### src/rtl/ipc_pkg.sv
package ipc_pkg;
    localparam int NCH = 4;
    localparam int DW  = 32;
    localparam int AW  = 6;

    localparam int GIP_LO   = 28;
    localparam int RF_LO    = 24;
    localparam int TE_LO    = 20;
    localparam int GIR_LO   = 16;
    localparam int BUSY_BIT = 9;

    typedef enum logic [2:0] {
        SEL_NONE,
        SEL_TX,
        SEL_RX,
        SEL_STAT,
        SEL_CTRL
    } sel_e;

    // channel 0 maps to the top bit of its group
    function automatic int flag_pos(input int lo, input int ch);
        return lo + (NCH - 1) - ch;
    endfunction
endpackage

### src/rtl/ipc_lane.sv
module ipc_lane #(
    parameter int DW = 32
) (
    input  logic          clk,
    input  logic          rst_n,
    input  logic          wr,
    input  logic          rd,
    input  logic [DW-1:0] wdata,
    output logic [DW-1:0] word,
    output logic          full
);
    typedef struct packed {
        logic          full;
        logic [DW-1:0] word;
    } lane_t;

    lane_t st_q, st_d;

    always_comb begin
        st_d = st_q;
        if (wr) begin
            st_d.word = wdata;
            st_d.full = 1'b1;
        end else if (rd) begin
            st_d.full = 1'b0;
        end
    end

    always_ff @(posedge clk or negedge rst_n) begin
        if (!rst_n) st_q <= '0;
        else        st_q <= st_d;
    end

    assign word = st_q.word;
    assign full = st_q.full;

    AST_WR_SETS_FULL: assert property (@(posedge clk) disable iff (!rst_n) wr |=> full);
    AST_RD_EMPTIES: assert property (@(posedge clk) disable iff (!rst_n) (rd && !wr) |=> !full);
    AST_LAST_WRITE_KEPT: assert property (@(posedge clk) disable iff (!rst_n) wr |=> (word == $past(wdata)));
    AST_COLLIDE_FULL: assert property (@(posedge clk) disable iff (!rst_n) (rd && wr) |=> full);
endmodule

### src/rtl/ipc_bell.sv
module ipc_bell (
    input  logic clk,
    input  logic rst_n,
    input  logic req_set,
    input  logic pend_clr,
    output logic req,
    output logic pend
);
    typedef struct packed {
        logic req;
        logic pend;
    } bell_t;

    bell_t st_q, st_d;

    always_comb begin
        st_d = st_q;
        if (st_q.req)                   st_d.req = 1'b0;
        else if (req_set && !st_q.pend) st_d.req = 1'b1;
        if (st_q.req)                   st_d.pend = 1'b1;
        else if (pend_clr)              st_d.pend = 1'b0;
    end

    always_ff @(posedge clk or negedge rst_n) begin
        if (!rst_n) st_q <= '0;
        else        st_q <= st_d;
    end

    assign req  = st_q.req;
    assign pend = st_q.pend;

    AST_REQ_SELF_CLEAR: assert property (@(posedge clk) disable iff (!rst_n) req |=> (!req && pend));
    AST_W1C_PEND: assert property (@(posedge clk) disable iff (!rst_n) (pend_clr && !req) |=> !pend);
    AST_REQ_DROPPED: assert property (@(posedge clk) disable iff (!rst_n) (pend && !req && !pend_clr) |=> (!req && pend));
endmodule

### src/rtl/ipc_side.sv
module ipc_side
    import ipc_pkg::*;
#(
    parameter int N  = ipc_pkg::NCH,
    parameter int DW = ipc_pkg::DW,
    parameter int AW = ipc_pkg::AW
) (
    input  logic                  clk,
    input  logic                  rst_n,
    input  logic                  wr,
    input  logic                  rd,
    input  logic [AW-1:0]         addr,
    input  logic [DW-1:0]         wdata,
    output logic [DW-1:0]         rdata,
    output logic                  irq,
    input  logic [N-1:0][DW-1:0]  rx_word,
    input  logic [N-1:0]          rx_full,
    input  logic [N-1:0]          tx_full,
    input  logic [N-1:0]          bell_pend,
    input  logic [N-1:0]          bell_req,
    output logic [DW-1:0]         tx_word,
    output logic [N-1:0]          tx_wr,
    output logic [N-1:0]          rx_rd,
    output logic [N-1:0]          req_set,
    output logic [N-1:0]          pend_clr
);
    localparam int IW = AW - 2;
    localparam int CW = $clog2(N);
    localparam logic [IW-1:0] RX_IX   = IW'(N);
    localparam logic [IW-1:0] STAT_IX = IW'(2 * N);
    localparam logic [IW-1:0] CTRL_IX = IW'(2 * N + 1);

    typedef struct packed {
        logic [N-1:0] gie;
        logic [N-1:0] rie;
        logic [N-1:0] tie;
    } en_t;

    en_t en_q, en_d;

    sel_e          sel;
    logic [IW-1:0] widx;
    logic [CW-1:0] ch;
    logic [DW-1:0] stat_v, ctrl_v;

    // address decode
    always_comb begin
        widx = addr[AW-1:2];
        ch   = widx[CW-1:0];
        sel  = SEL_NONE;
        if (addr[1:0] == 2'b00) begin
            if (widx < RX_IX)         sel = SEL_TX;
            else if (widx < STAT_IX)  sel = SEL_RX;
            else if (widx == STAT_IX) sel = SEL_STAT;
            else if (widx == CTRL_IX) sel = SEL_CTRL;
        end
    end

    // strobes toward lanes and doorbells, enable register next state
    always_comb begin
        en_d     = en_q;
        tx_wr    = '0;
        rx_rd    = '0;
        req_set  = '0;
        pend_clr = '0;
        if (wr && sel == SEL_TX) tx_wr[ch] = 1'b1;
        if (rd && sel == SEL_RX) rx_rd[ch] = 1'b1;
        for (int n = 0; n < N; n++) begin
            if (wr && sel == SEL_CTRL) begin
                en_d.gie[n] = wdata[flag_pos(GIP_LO, n)];
                en_d.rie[n] = wdata[flag_pos(RF_LO, n)];
                en_d.tie[n] = wdata[flag_pos(TE_LO, n)];
                req_set[n]  = wdata[flag_pos(GIR_LO, n)];
            end
            if (wr && sel == SEL_STAT)
                pend_clr[n] = wdata[flag_pos(GIP_LO, n)];
        end
    end

    always_ff @(posedge clk or negedge rst_n) begin
        if (!rst_n) en_q <= '0;
        else        en_q <= en_d;
    end

    // status and control read images
    always_comb begin
        stat_v = '0;
        ctrl_v = '0;
        for (int n = 0; n < N; n++) begin
            stat_v[flag_pos(GIP_LO, n)] = bell_pend[n];
            stat_v[flag_pos(RF_LO, n)]  = rx_full[n];
            stat_v[flag_pos(TE_LO, n)]  = !tx_full[n];
            ctrl_v[flag_pos(GIP_LO, n)] = en_q.gie[n];
            ctrl_v[flag_pos(RF_LO, n)]  = en_q.rie[n];
            ctrl_v[flag_pos(TE_LO, n)]  = en_q.tie[n];
            ctrl_v[flag_pos(GIR_LO, n)] = bell_req[n];
        end
        stat_v[BUSY_BIT] = |bell_req;
    end

    always_comb begin
        case (sel)
            SEL_RX:   rdata = rx_word[ch];
            SEL_STAT: rdata = stat_v;
            SEL_CTRL: rdata = ctrl_v;
            default:  rdata = '0;
        endcase
    end

    assign irq = |(bell_pend & en_q.gie) | |(rx_full & en_q.rie) | |(~tx_full & en_q.tie);
    assign tx_word = wdata;

    AST_ONE_SLOT: assert property (@(posedge clk) disable iff (!rst_n) $onehot0({tx_wr, rx_rd}));
    AST_QUIET_DISABLED: assert property (@(posedge clk) disable iff (!rst_n) (en_q == '0) |-> !irq);
    AST_CTRL_WRITE_HELD: assert property (@(posedge clk) disable iff (!rst_n) !(wr && sel == SEL_CTRL) |=> $stable(en_q));
endmodule

### src/rtl/ipc_mailbox.sv
module ipc_mailbox #(
    parameter int N  = ipc_pkg::NCH,
    parameter int DW = ipc_pkg::DW,
    parameter int AW = ipc_pkg::AW
) (
    input  logic          clk,
    input  logic          rst_n,
    input  logic          a_wr,
    input  logic          a_rd,
    input  logic [AW-1:0] a_addr,
    input  logic [DW-1:0] a_wdata,
    output logic [DW-1:0] a_rdata,
    output logic          a_irq,
    input  logic          b_wr,
    input  logic          b_rd,
    input  logic [AW-1:0] b_addr,
    input  logic [DW-1:0] b_wdata,
    output logic [DW-1:0] b_rdata,
    output logic          b_irq
);
    logic [N-1:0][DW-1:0] ab_word, ba_word;
    logic [N-1:0]         ab_full, ba_full;
    logic [N-1:0]         ab_req, ab_pend, ba_req, ba_pend;
    logic [N-1:0]         a_tx_wr, a_rx_rd, a_req_set, a_pend_clr;
    logic [N-1:0]         b_tx_wr, b_rx_rd, b_req_set, b_pend_clr;
    logic [DW-1:0]        a_tx_word, b_tx_word;

    ipc_side #(.N(N), .DW(DW), .AW(AW)) u_side_a (
        .clk(clk), .rst_n(rst_n), .wr(a_wr), .rd(a_rd), .addr(a_addr),
        .wdata(a_wdata), .rdata(a_rdata), .irq(a_irq),
        .rx_word(ba_word), .rx_full(ba_full), .tx_full(ab_full),
        .bell_pend(ba_pend), .bell_req(ab_req), .tx_word(a_tx_word),
        .tx_wr(a_tx_wr), .rx_rd(a_rx_rd), .req_set(a_req_set), .pend_clr(a_pend_clr)
    );

    ipc_side #(.N(N), .DW(DW), .AW(AW)) u_side_b (
        .clk(clk), .rst_n(rst_n), .wr(b_wr), .rd(b_rd), .addr(b_addr),
        .wdata(b_wdata), .rdata(b_rdata), .irq(b_irq),
        .rx_word(ab_word), .rx_full(ab_full), .tx_full(ba_full),
        .bell_pend(ab_pend), .bell_req(ba_req), .tx_word(b_tx_word),
        .tx_wr(b_tx_wr), .rx_rd(b_rx_rd), .req_set(b_req_set), .pend_clr(b_pend_clr)
    );

    for (genvar n = 0; n < N; n++) begin : g_chan
        ipc_lane #(.DW(DW)) u_lane_ab (
            .clk(clk), .rst_n(rst_n), .wr(a_tx_wr[n]), .rd(b_rx_rd[n]),
            .wdata(a_tx_word), .word(ab_word[n]), .full(ab_full[n])
        );
        ipc_lane #(.DW(DW)) u_lane_ba (
            .clk(clk), .rst_n(rst_n), .wr(b_tx_wr[n]), .rd(a_rx_rd[n]),
            .wdata(b_tx_word), .word(ba_word[n]), .full(ba_full[n])
        );
        ipc_bell u_bell_ab (
            .clk(clk), .rst_n(rst_n), .req_set(a_req_set[n]), .pend_clr(b_pend_clr[n]),
            .req(ab_req[n]), .pend(ab_pend[n])
        );
        ipc_bell u_bell_ba (
            .clk(clk), .rst_n(rst_n), .req_set(b_req_set[n]), .pend_clr(a_pend_clr[n]),
            .req(ba_req[n]), .pend(ba_pend[n])
        );
    end
endmodule

### config.mk
export PLATFORM = sky130hd
export DESIGN_NAME = ipc_mailbox
export DESIGN_NICKNAME = d
export VERILOG_FILES = /design/src/rtl/ipc_pkg.sv /design/src/rtl/ipc_lane.sv /design/src/rtl/ipc_bell.sv /design/src/rtl/ipc_side.sv /design/src/rtl/ipc_mailbox.sv
export SDC_FILE = /design/constraint.sdc
export NUM_CORES = 1
export LEC_CHECK = 0
export ABC_AREA = 0
export ABC_CLOCK_PERIOD_IN_PS = 3450
export BUFFER_PORTS_ARGS = -buffer_cell sky130_fd_sc_hd__clkbuf_2
export CAP_MARGIN = 10
export CORE_ASPECT_RATIO = 0.6
export CORE_MARGIN = 2
export CORE_UTILIZATION = 50
export DETAILED_ROUTE_END_ITERATION = 8
export PLACE_DENSITY = 0.7
export REMOVE_ABC_BUFFERS = 1
export SLEW_MARGIN = 5
export SYNTH_ARGS = -nofsm -noshare
export SYNTH_HDL_FRONTEND = slang
export SYNTH_SLANG_ARGS = --single-unit
export TNS_END_PERCENT = 10
### constraint.sdc
create_clock -name clk -period 3.45 [get_ports clk]
set_input_delay 0.69 -clock clk [delete_from_list [all_inputs] [get_ports clk]]
set_output_delay 0.69 -clock clk [all_outputs]
set_load 0.01 [all_outputs]
==> results of run 1 <==
## critical path: cells and delay by family
kind	cells	cell delay [ns]
AOI/OAI and AO/OA	1	0.32
buffers and inverters	2	0.70
and+or+nand+nor	1	0.20
muxes	1	0.42
## metal layers
| metal | share of wire (%) | GRT usage, % |
|---|---|---|
| met5 | 0 | 0 |
| met4 | 1.6 | 4.317 |
| met3 | 5.9 | 4.384 |
| met2 | 45 | 35.12 |
| met1 | 48 | 37.67 |
## how the worst max path moves through the flow
stage / startpoint / endpoint / slack [ns]
global route: b_addr[3] / b_rdata[21] / 0.34
finish: b_addr[3] / b_rdata[30] / 0.41
floorplan: b_addr[5] / b_rdata[25] / -0.30
CTS: b_addr[3] / b_rdata[30] / 0.41
global placement: b_addr[3] / b_rdata[30] / 0.49
detailed placement: b_addr[3] / b_rdata[30] / 0.41
## cell families after synthesis
logic type / Yosys count
flops: 304
compound gates: 60
buf+inv: 67
mux: 344
simple gates: 143
## per-stage QoR
step                      TNS (ns)  instance area (sq um)
after CTS                        0                  16270
after global routing             0                  16270
after detailed placement         0                  15270
after floorplan             -7.054                  13630
final                            0                  16270
after global placement           0                  15270
## cell usage in the layout, fill, tap and decap left out, types with 6 or more instances in the layout
cell	netlist	layout
buf_12	0	11
nand3_2	5	6
mux4_2	64	64
o21ai_0	12	12
inv_1	12	12
nand3_1	13	12
and2_1	38	38
clkbuf_2	0	146
o211ai_1	9	9
dfrtp_1	304	304
clkinv_2	0	9
a22o_1	7	7
a221o_1	12	12
buf_4	9	27
mux2_2	276	276
and2_0	6	6
nor2_1	10	10
clkbuf_8	0	6
nand2_1	33	33
clkbuf_16	0	29
## state kept, by name (all words and copies together) (netlist names)
register and cells:
g_chan.u_lane_ab.word 128, g_chan.u_lane_ba.word 128, g_chan.u_bell_ab.req 4, g_chan.u_bell_ab.pend 4, g_chan.u_bell_ba.pend 4, g_chan.u_bell_ba.req 4
u_side_b.ctrl_v 12, g_chan.u_lane_ab.full 4, g_chan.u_lane_ba.full 4, u_side_a.ctrl_v 12
## layout make-up
| type | instances | share of cell area [%] |
|---|---|---|
| sequential | 304 | 46.77 |
| multi-input combinational | 547 | 36.85 |
| timing repair buffer | 185 | 7.184 |
| clock buffer | 40 | 5.084 |
| tap | 367 | 2.823 |
| clock inverter | 13 | 1.015 |
| inverter | 12 | 0.2769 |
## power breakdown
| group | leakage, nW | total [mW] | internal (mW) | switching (mW) |
|---|---|---|---|---|
| combinational | 3.34 | 1.08 | 0.637 | 0.440 |
| clock | 0.498 | 3.32 | 1.97 | 1.35 |
| sequential | 4.02 | 4.31 | 4.03 | 0.275 |
==> impl_metrics.tcl, run 1 <==
set metrics [dict create \
    status "finished, final reports clean" \
    yosysMostFrequentCell "dfrtp_1" \
    grt_max_degree 81 \
    synth_area_leaders "dfrtp_1 (55%), mux2_2 (22%), mux4_2 (10%)" \
    nFillCells 2187 \
    final_core_util_pct 59.23 \
    antenna_found_initial 0 \
    multi_input_area_sq_um 5995 \
    grt_overflow_total 0 \
    rows 47 \
    min_period_over_period_pct 88.23 \
    total_power_mw 8.699 \
    rsz0062_at_grt "no" \
    cp_max_fo 24 \
    dieHeight_um 133.2 \
    synth_xor_area_share_pct 0 \
    startpoint_type "primary input" \
    cts_resized 0 \
    r2r-start "g_chan[0].u_bell_ab.req" \
    synth_cells 918 \
    synth_top_cell_area_share_pct 54.66 \
    crit_type "in -> out" \
    final-setup-viol-count 0 \
    synth_compound_area_share_pct 3.461 \
    cp-end-kind "output pin" \
    crit_slowest_cell "clkbuf_2" \
    p_leak_nw 7.858 \
    drive_gt1_share_pct 53.77 \
    vias 8701 \
    synthTopCellsByCount "dfrtp_1 (304), mux2_2 (276), mux4_2 (64)" \
    cts_tree "done" \
    synth_adder_area_share_pct 0 \
    drtIter0Drc 620 \
    htreeDepth 1 \
    arrival_ns 2.35 \
    cap_viol_max_count 0 \
    dp_slack_ns 0.4096 \
    globalplace.congestion 0.8814 \
    core_sq_um 27460 \
    routedWlPerCell_um 23.06 \
    synth-simple-area-share_pct 6.446 \
    yosys.area.top_type "dfrtp_1" \
    hold_slack_ns 0.1387 \
    grt_pass1_wl_um 53390 \
    routed_wl_um 33850 \
    r2r_slack_ns 2.52 \
    max-clock-path-buffers 3 \
    vdd_drop_max_mv 0.4583 \
    ys_types 46 \
    antenna_cells 0 \
    synth-main-ff-cell "dfrtp_1" \
    crit_top_cell "clkbuf_2" \
    synth_mux_area_share_pct 33.01 \
    drv_slew 0 \
    cts_root_buf "clkbuf_16" \
    clock-sinks 304 \
    fin_skew_ns 0.002023 \
    placed_cells 1415 \
    clk_pin_slew_ns 0.06 \
    final_cells 1468 \
    grt_pass1_vias 9103 \
    numCtsBuffers 29 \
    worst_slew_pin_slew_ns 0.7343 \
    ys_warn_count 0 \
    port_buffers 147 \
    grt_usage_pct 23.93 \
    post_cts.repair.setup_buffers 0 \
    clock_latency_ns 0.54 \
    postCtsHoldBufs 0 \
    hp-class "in -> async" \
    dieArea_sq_um 29230 \
    slowest_delay_ns 0.55 \
    synth_edf_count 0 \
    io_pins 148 \
    max_freq_mhz 328.5 \
    drc 0 \
    reg2regPathDepth 1 \
    worstPathCellList "clkbuf_2 > mux4_2 > and2_0 > a221o_1 > clkbuf_2" \
    finalHoldViolCount 0 \
    fin_nets 1161 \
    start_util_pct 50.68 \
    synth-async-reset-ratio_pct 100.0 \
    die_w_um 219.4 \
    synth_seq_cells 304 \
    antenna_left 0 \
    period_needed_ns 3.044 \
    layout.area.seq_sq_um 7607 \
    syn_area_per_cell_sq_um 15.16 \
    synth_area_sq_um 13920 \
    via_per_inst 5.927 \
    area_delta_synth_final_pct 16.88 \
    first_pass_iters 5 \
    finalWorstSetupSlack_ns 0.4060 \
    synth_top_family_by_area "multiplexers" \
    relSlewSlack_pct 51.04 \
    rr_endpoint "g_chan[0].u_bell_ab.req" \
    p_per_area_nw_per_um2 534.8 \
    yosysSeqAreaShare_pct 54.66 \
    hpwl_um 23250 \
    required_ns 2.76 \
]
Power figures use the tool's default switching activity.
==> inputs of run 2 (changes only) <==
- PLACE_DENSITY: 0.7 -> 0.69
- SYNTH_HIERARCHICAL: not set -> 1
==> run 2 against run 1 <==
  * Wire length up 6.4%
  * Design area rose by 7.5%
  * Non-clock buffer count is 11 lower
  * Power is 6.4% higher
  * Setup slack got worse by 0.18 ns
  * Sequential cell count unchanged
  * First-iteration DRC count grew 1.6%
  * Register-to-register slack better by 0.10 ns
  * Die area up 14%
  * Cell count grew 5.0%
  * Clock power increased by 8.1%
  * Sequential share of layout area fell by 3.3 points
  * Critical path type unchanged
  * Critical endpoint is now b_rdata[9]
==> impl_metrics.tcl, run 2 <==
set metrics [dict create \
    relSlewSlack_pct 51.74 \
    max-clock-path-buffers 3 \
    synth_cells 1022 \
    vdd_drop_max_mv 0.3346 \
    critPathLaunch "b_addr[1]" \
    crit_top_cell "clkbuf_2" \
    p_leak_nw 8.377 \
    htreeDepth 1 \
    cts_root_buf "clkbuf_16" \
    synth_seq_cells 304 \
    finalHoldViolCount 0 \
    crit_type "in -> out" \
    grt_pass1_wl_um 56900 \
    area_delta_synth_final_pct 9.833 \
    period_needed_ns 3.226 \
    worstPathCellList "clkbuf_2 > nor4b_4 > nand2b_1 > o31ai_1 > clkbuf_2" \
    grt_pass1_vias 9182 \
    arrival_ns 2.54 \
    antenna_found_initial 2 \
    p_per_area_nw_per_um2 529.5 \
    reg2regPathDepth 1 \
    yosysSeqAreaShare_pct 47.79 \
    min_period_over_period_pct 93.50 \
    yosysMostFrequentCell "dfrtp_1" \
    cts_resized 0 \
    placed_cells 1484 \
    routed_wl_um 36020 \
    status "finished, final reports clean" \
    final-setup-viol-count 0 \
    startpoint_type "primary input" \
    drc 0 \
    slowest_delay_ns 0.58 \
    layout_common_cells "dfrtp_1 (304), mux2_4 (252), clkbuf_2 (144)" \
    final_cells 1542 \
    clock-sinks 304 \
    drive_gt1_share_pct 52.67 \
    cts_tree "done" \
    dieHeight_um 142.2 \
    clk_pin_slew_ns 0.06 \
    antenna_left 0 \
    synth_area_sq_um 15920 \
    start_util_pct 50.89 \
    syn_area_per_cell_sq_um 15.58 \
    vias 8623 \
    grt_overflow_total 0 \
    ys_warn_count 6 \
    post_cts.repair.setup_buffers 0 \
    r2r-start "u_side_b/ctrl_v[26]" \
    rsz0062_at_grt "no" \
    hp-class "in -> async" \
    synth_edf_count 0 \
    die_w_um 234.4 \
    worst_slew_pin_slew_ns 0.7239 \
    yosys.area.top_type "dfrtp_1" \
    synth-async-reset-ratio_pct 100.0 \
    globalplace.congestion 0.7927 \
    grt_usage_pct 22.36 \
    r2r_slack_ns 2.62 \
    rows 50 \
    port_buffers 147 \
    crit_slowest_cell "o31ai_1" \
    synth_top_cell_area_share_pct 47.79 \
    ys_types 38 \
    synth_area_leaders "dfrtp_1 (48%), mux2_4 (24%), mux4_2 (9.1%)" \
    drtIter0Drc 630 \
    core_sq_um 31280 \
    grt_max_degree 77 \
    clock_latency_ns 0.56 \
    via_per_inst 5.592 \
    hpwl_um 23710 \
    routedWlPerCell_um 23.36 \
    final_common_cell "dfrtp_1" \
    synthTopCellsByCount "dfrtp_1 (304), mux2_4 (252), buf_4 (67)" \
    numCtsBuffers 30 \
    first_pass_iters 5 \
    cap_viol_max_count 0 \
    cp-end-kind "output pin" \
    fin_nets 1182 \
    drv_slew 0 \
    fin_skew_ns 0.005926 \
    postCtsHoldBufs 0 \
    io_pins 148 \
    synth-main-ff-cell "dfrtp_1" \
    required_ns 2.76 \
    cp_max_fo 13 \
    dieArea_sq_um 33330 \
    fin_tns_setup_ns 0 \
    max_freq_mhz 310.0 \
]
## run 2: cell count changes in the layout (fill, tap and decap cells not counted), moves of 9 or more
cell / previous run / this run
mux2_4: 0 / 252
mux2_2: 276 / 28
mux2i_1: 0 / 16
a221o_1: 12 / 0
o21ai_0: 12 / 24
a21o_1: 5 / 16
nand3_1: 12 / 1
buf_4: 27 / 17
inv_1: 12 / 21
o211ai_1: 9 / 0
## run 2: routing by layer
layer  up-vias  part of all wire, %  wire length, um  track usage (%)
li1       3763                    -                -                -
met1      4610                   51            18310            36.29
met2       212                   43            15360            32.08
met3        38                  5.1             1848            3.305
met4         0                  1.4              506            3.443
met5         -                    0                0                0
## run 2: worst paths after layout
check | endpoint
setup reg to reg | u_side_b/ctrl_v[26]
min in group clk | g_chan[1].u_lane_ba/word[12]
max in group asynchronous | g_chan[1].u_lane_ab/word[12]
hold reg to reg | g_chan[3].u_bell_ba/req
setup / recovery | b_rdata[9]
hold / removal | g_chan[1].u_lane_ba/word[0]
## run 2: critical path: cells and delay by family
family                 cells  cell delay [ns]
AOI/OAI and AO/OA          1             0.58
buffers and inverters      2             0.35
and+or+nand+nor            2             0.92
## run 2: metrics by stage
step | util (%) | setup slack (ns) | hold slack (ns) | power (mW) | area (sq um)
2_1_floorplan | - | -1.616 | 0.3944 | 5.223 | 14700
3_3_place_gp | 52.42 | 0.3581 | 0.4841 | 5.675 | 16400
3_5_place_dp | 52.42 | 0.3195 | 0.4875 | 5.728 | 16400
4_1_cts | 55.88 | 0.3185 | 0.03187 | 9.333 | 17480
5_1_grt | 55.90 | 0.1836 | 0.03958 | 9.657 | 17480
6_report | 55.90 | 0.2244 | 0.03686 | 9.258 | 17480
## run 2: cell families (layout without fill, tap and decap cells)
logic type | after synthesis | count (layout) | share of synthesized area, %
muxes | 360 | 360 | 35.81
DFF | 304 | 304 | 47.79
buffers and inverters | 149 | 251 | 8.158
and+or+nand+nor | 141 | 141 | 5.423
AOI/OAI and AO/OA | 68 | 68 | 2.822
other | 0 | 2 | 0
## run 2: area by class of cell
type                    instances  area [sq um]
flip-flops and latches        304          7607
fillers                      2578         13800
well taps                     416         520.5
diodes                          2         5.005
repair buffers                174          1104
clock buffers                  41         873.3
multi-input cells             569          7086
inverters                      21         78.83
clock inverters                15         210.2
## run 2: report_power, final
part	internal (mW)	switching [mW]	total, mW
clock	2.15	1.44	3.59
combinational	0.864	0.463	1.33
sequential	4.03	0.313	4.35
==> inputs of run 3 (changes only) <==
- CTS_BUF_LIST: not set -> sky130_fd_sc_hd__clkbuf_8
==> run 3 against run 2 <==
  * Via count increased by 0.89%
  * Cell count increased by 1.8%
  * Highest routed layer unchanged
  * Critical path type unchanged
  * Design area decreased by 0.26%
  * Critical path depth unchanged
  * Critical endpoint unchanged
  * Clock power decreased by 7.0%
==> impl_metrics.tcl, run 3 (synthesis results as in run 2) <==
set metrics [dict create \
    grt_pass1_vias 9315 \
    antenna_left 0 \
    cp_max_fo 13 \
    worst-path-buf-inv 2 \
    core_sq_um 31280 \
    routedWlPerCell_um 23.15 \
    status "finished, final reports clean" \
    routed_wl_um 36320 \
    finalHoldViolCount 0 \
    total_power_mw 9.017 \
    hold_slack_ns 0.3804 \
    vias 8700 \
    grt_overflow_total 0 \
    hpwl_um 23710 \
    drc 0 \
    grt_usage_pct 22.66 \
    via_per_inst 5.545 \
    start_util_pct 50.89 \
    vdd_drop_max_mv 0.2791 \
    rows 50 \
    worst_path_dominant_cell_family "simple AND/OR/NAND/NOR gates" \
    post_cts.repair.setup_buffers 0 \
    cp.depth 5 \
    die_w_um 234.4 \
    cp-end-kind "output pin" \
    relSlewSlack_pct 53.31 \
    cts_root_buf "clkbuf_8" \
    fin_tns_setup_ns 0 \
    globalplace.congestion 0.7927 \
    startpoint_type "primary input" \
    area_delta_synth_final_pct 9.542 \
    dieArea_sq_um 33330 \
    r2r-start "u_side_a/ctrl_v[20]" \
    p_per_area_nw_per_um2 517.1 \
    max-clock-path-buffers 3 \
    p_leak_nw 8.421 \
    numCtsBuffers 48 \
    io_pins 148 \
    nFillCells 2603 \
    crit_top_cell "clkbuf_2" \
    fin_nets 1201 \
    final_cells 1569 \
    cts_resized 0 \
    worst_slew_pin_slew_ns 0.7003 \
    hp-class "in -> reg" \
    placed_cells 1484 \
    finalWorstSetupSlack_ns 0.2234 \
    rr_endpoint "u_side_a/ctrl_v[20]" \
    clock-sinks 304 \
    reg2regPathDepth 1 \
    design_area_sq_um 17440 \
    min_period_over_period_pct 93.52 \
    crit_slowest_cell "o31ai_1" \
    worstPathCellList "clkbuf_2 > nor4b_4 > nand2b_1 > o31ai_1 > clkbuf_2" \
    period_needed_ns 3.227 \
    critPathLaunch "b_addr[1]" \
    grt_max_degree 77 \
    max_freq_mhz 309.9 \
    final_core_util_pct 55.75 \
    grt_pass1_wl_um 57500 \
    endpoint "b_rdata[9]" \
    dp_slack_ns 0.3195 \
    final-setup-viol-count 0 \
    dieHeight_um 142.2 \
    rsz0062_at_grt "no" \
    postCtsHoldBufs 1 \
    slowest_delay_ns 0.58 \
    first_pass_iters 5 \
    arrival_ns 2.54 \
    place_area_sq_um 16400 \
    port_buffers 147 \
    layout_common_cells "dfrtp_1 (304), mux2_4 (252), clkbuf_2 (144)" \
    required_ns 2.76 \
    clock_latency_ns 0.59 \
    clk_pin_slew_ns 0.06 \
    fin_skew_ns 0.01981 \
    htreeDepth 2 \
    crit_type "in -> out" \
    final_common_cell "dfrtp_1" \
    cap_viol_max_count 0 \
    drtIter0Drc 600 \
    drv_slew 0 \
    antenna_found_initial 2 \
    r2r_slack_ns 2.62 \
    drive_gt1_share_pct 53.30 \
    cts_tree "done" \
]
-- run 3: changes by cell type in the layout (fill, tap and decap cells not counted) --
cell,delta
inv_1,+9
clkinvlp_4,-2
diode_2,-1
inv_6,+1
bufinv_16,-1
clkbuf_1,-4
clkinv_2,+2
clkbuf_8,+53
clkbuf_16,-31
dlygate4sd3_1,+1
-- run 3: layout make-up --
type	count	area [sq um]	area share, %
multi-input cells	569	7086	40.63
well taps	416	520.5	2.985
repair buffers	175	1114	6.386
inverters	21	78.83	0.4520
diodes	1	2.502	0.01435
flip-flops and latches	304	7607	43.62
clock inverters	24	217.7	1.248
clock buffers	59	812.0	4.657
-- run 3: routing by layer --
layer | track usage [%] | routed length [um] | share of wire, % | vias up
met3 | 4.247 | 2042 | 5.6 | 43
met5 | 0 | 0 | 0 | -
li1 | - | - | - | 3808
met1 | 36.35 | 18460 | 51 | 4626
met4 | 4.369 | 483 | 1.3 | 0
met2 | 31.90 | 15330 | 42 | 223
-- run 3: how the worst min path moves through the flow --
stage	from	cells after the start	slack (ns)	end
4_1_cts	a_wdata[2]	2	0.35	g_chan[0].u_lane_ab/word[2]
2_1_floorplan	rst_n	0	0.39	g_chan[0].u_bell_ab/pend
5_1_grt	a_wdata[2]	2	0.36	g_chan[0].u_lane_ab/word[2]
3_5_place_dp	g_chan[2].u_lane_ab/word[27]	1	0.49	g_chan[2].u_lane_ab/word[27]
6_report	b_wdata[12]	2	0.38	g_chan[0].u_lane_ba/word[12]
3_3_place_gp	g_chan[3].u_lane_ba/word[29]	1	0.48	g_chan[3].u_lane_ba/word[29]
-- run 3: where the power goes --
group          internal (mW)  switching (mW)
Sequential              4.03           0.313
Clock                   1.85            1.50
Combinational          0.865           0.463
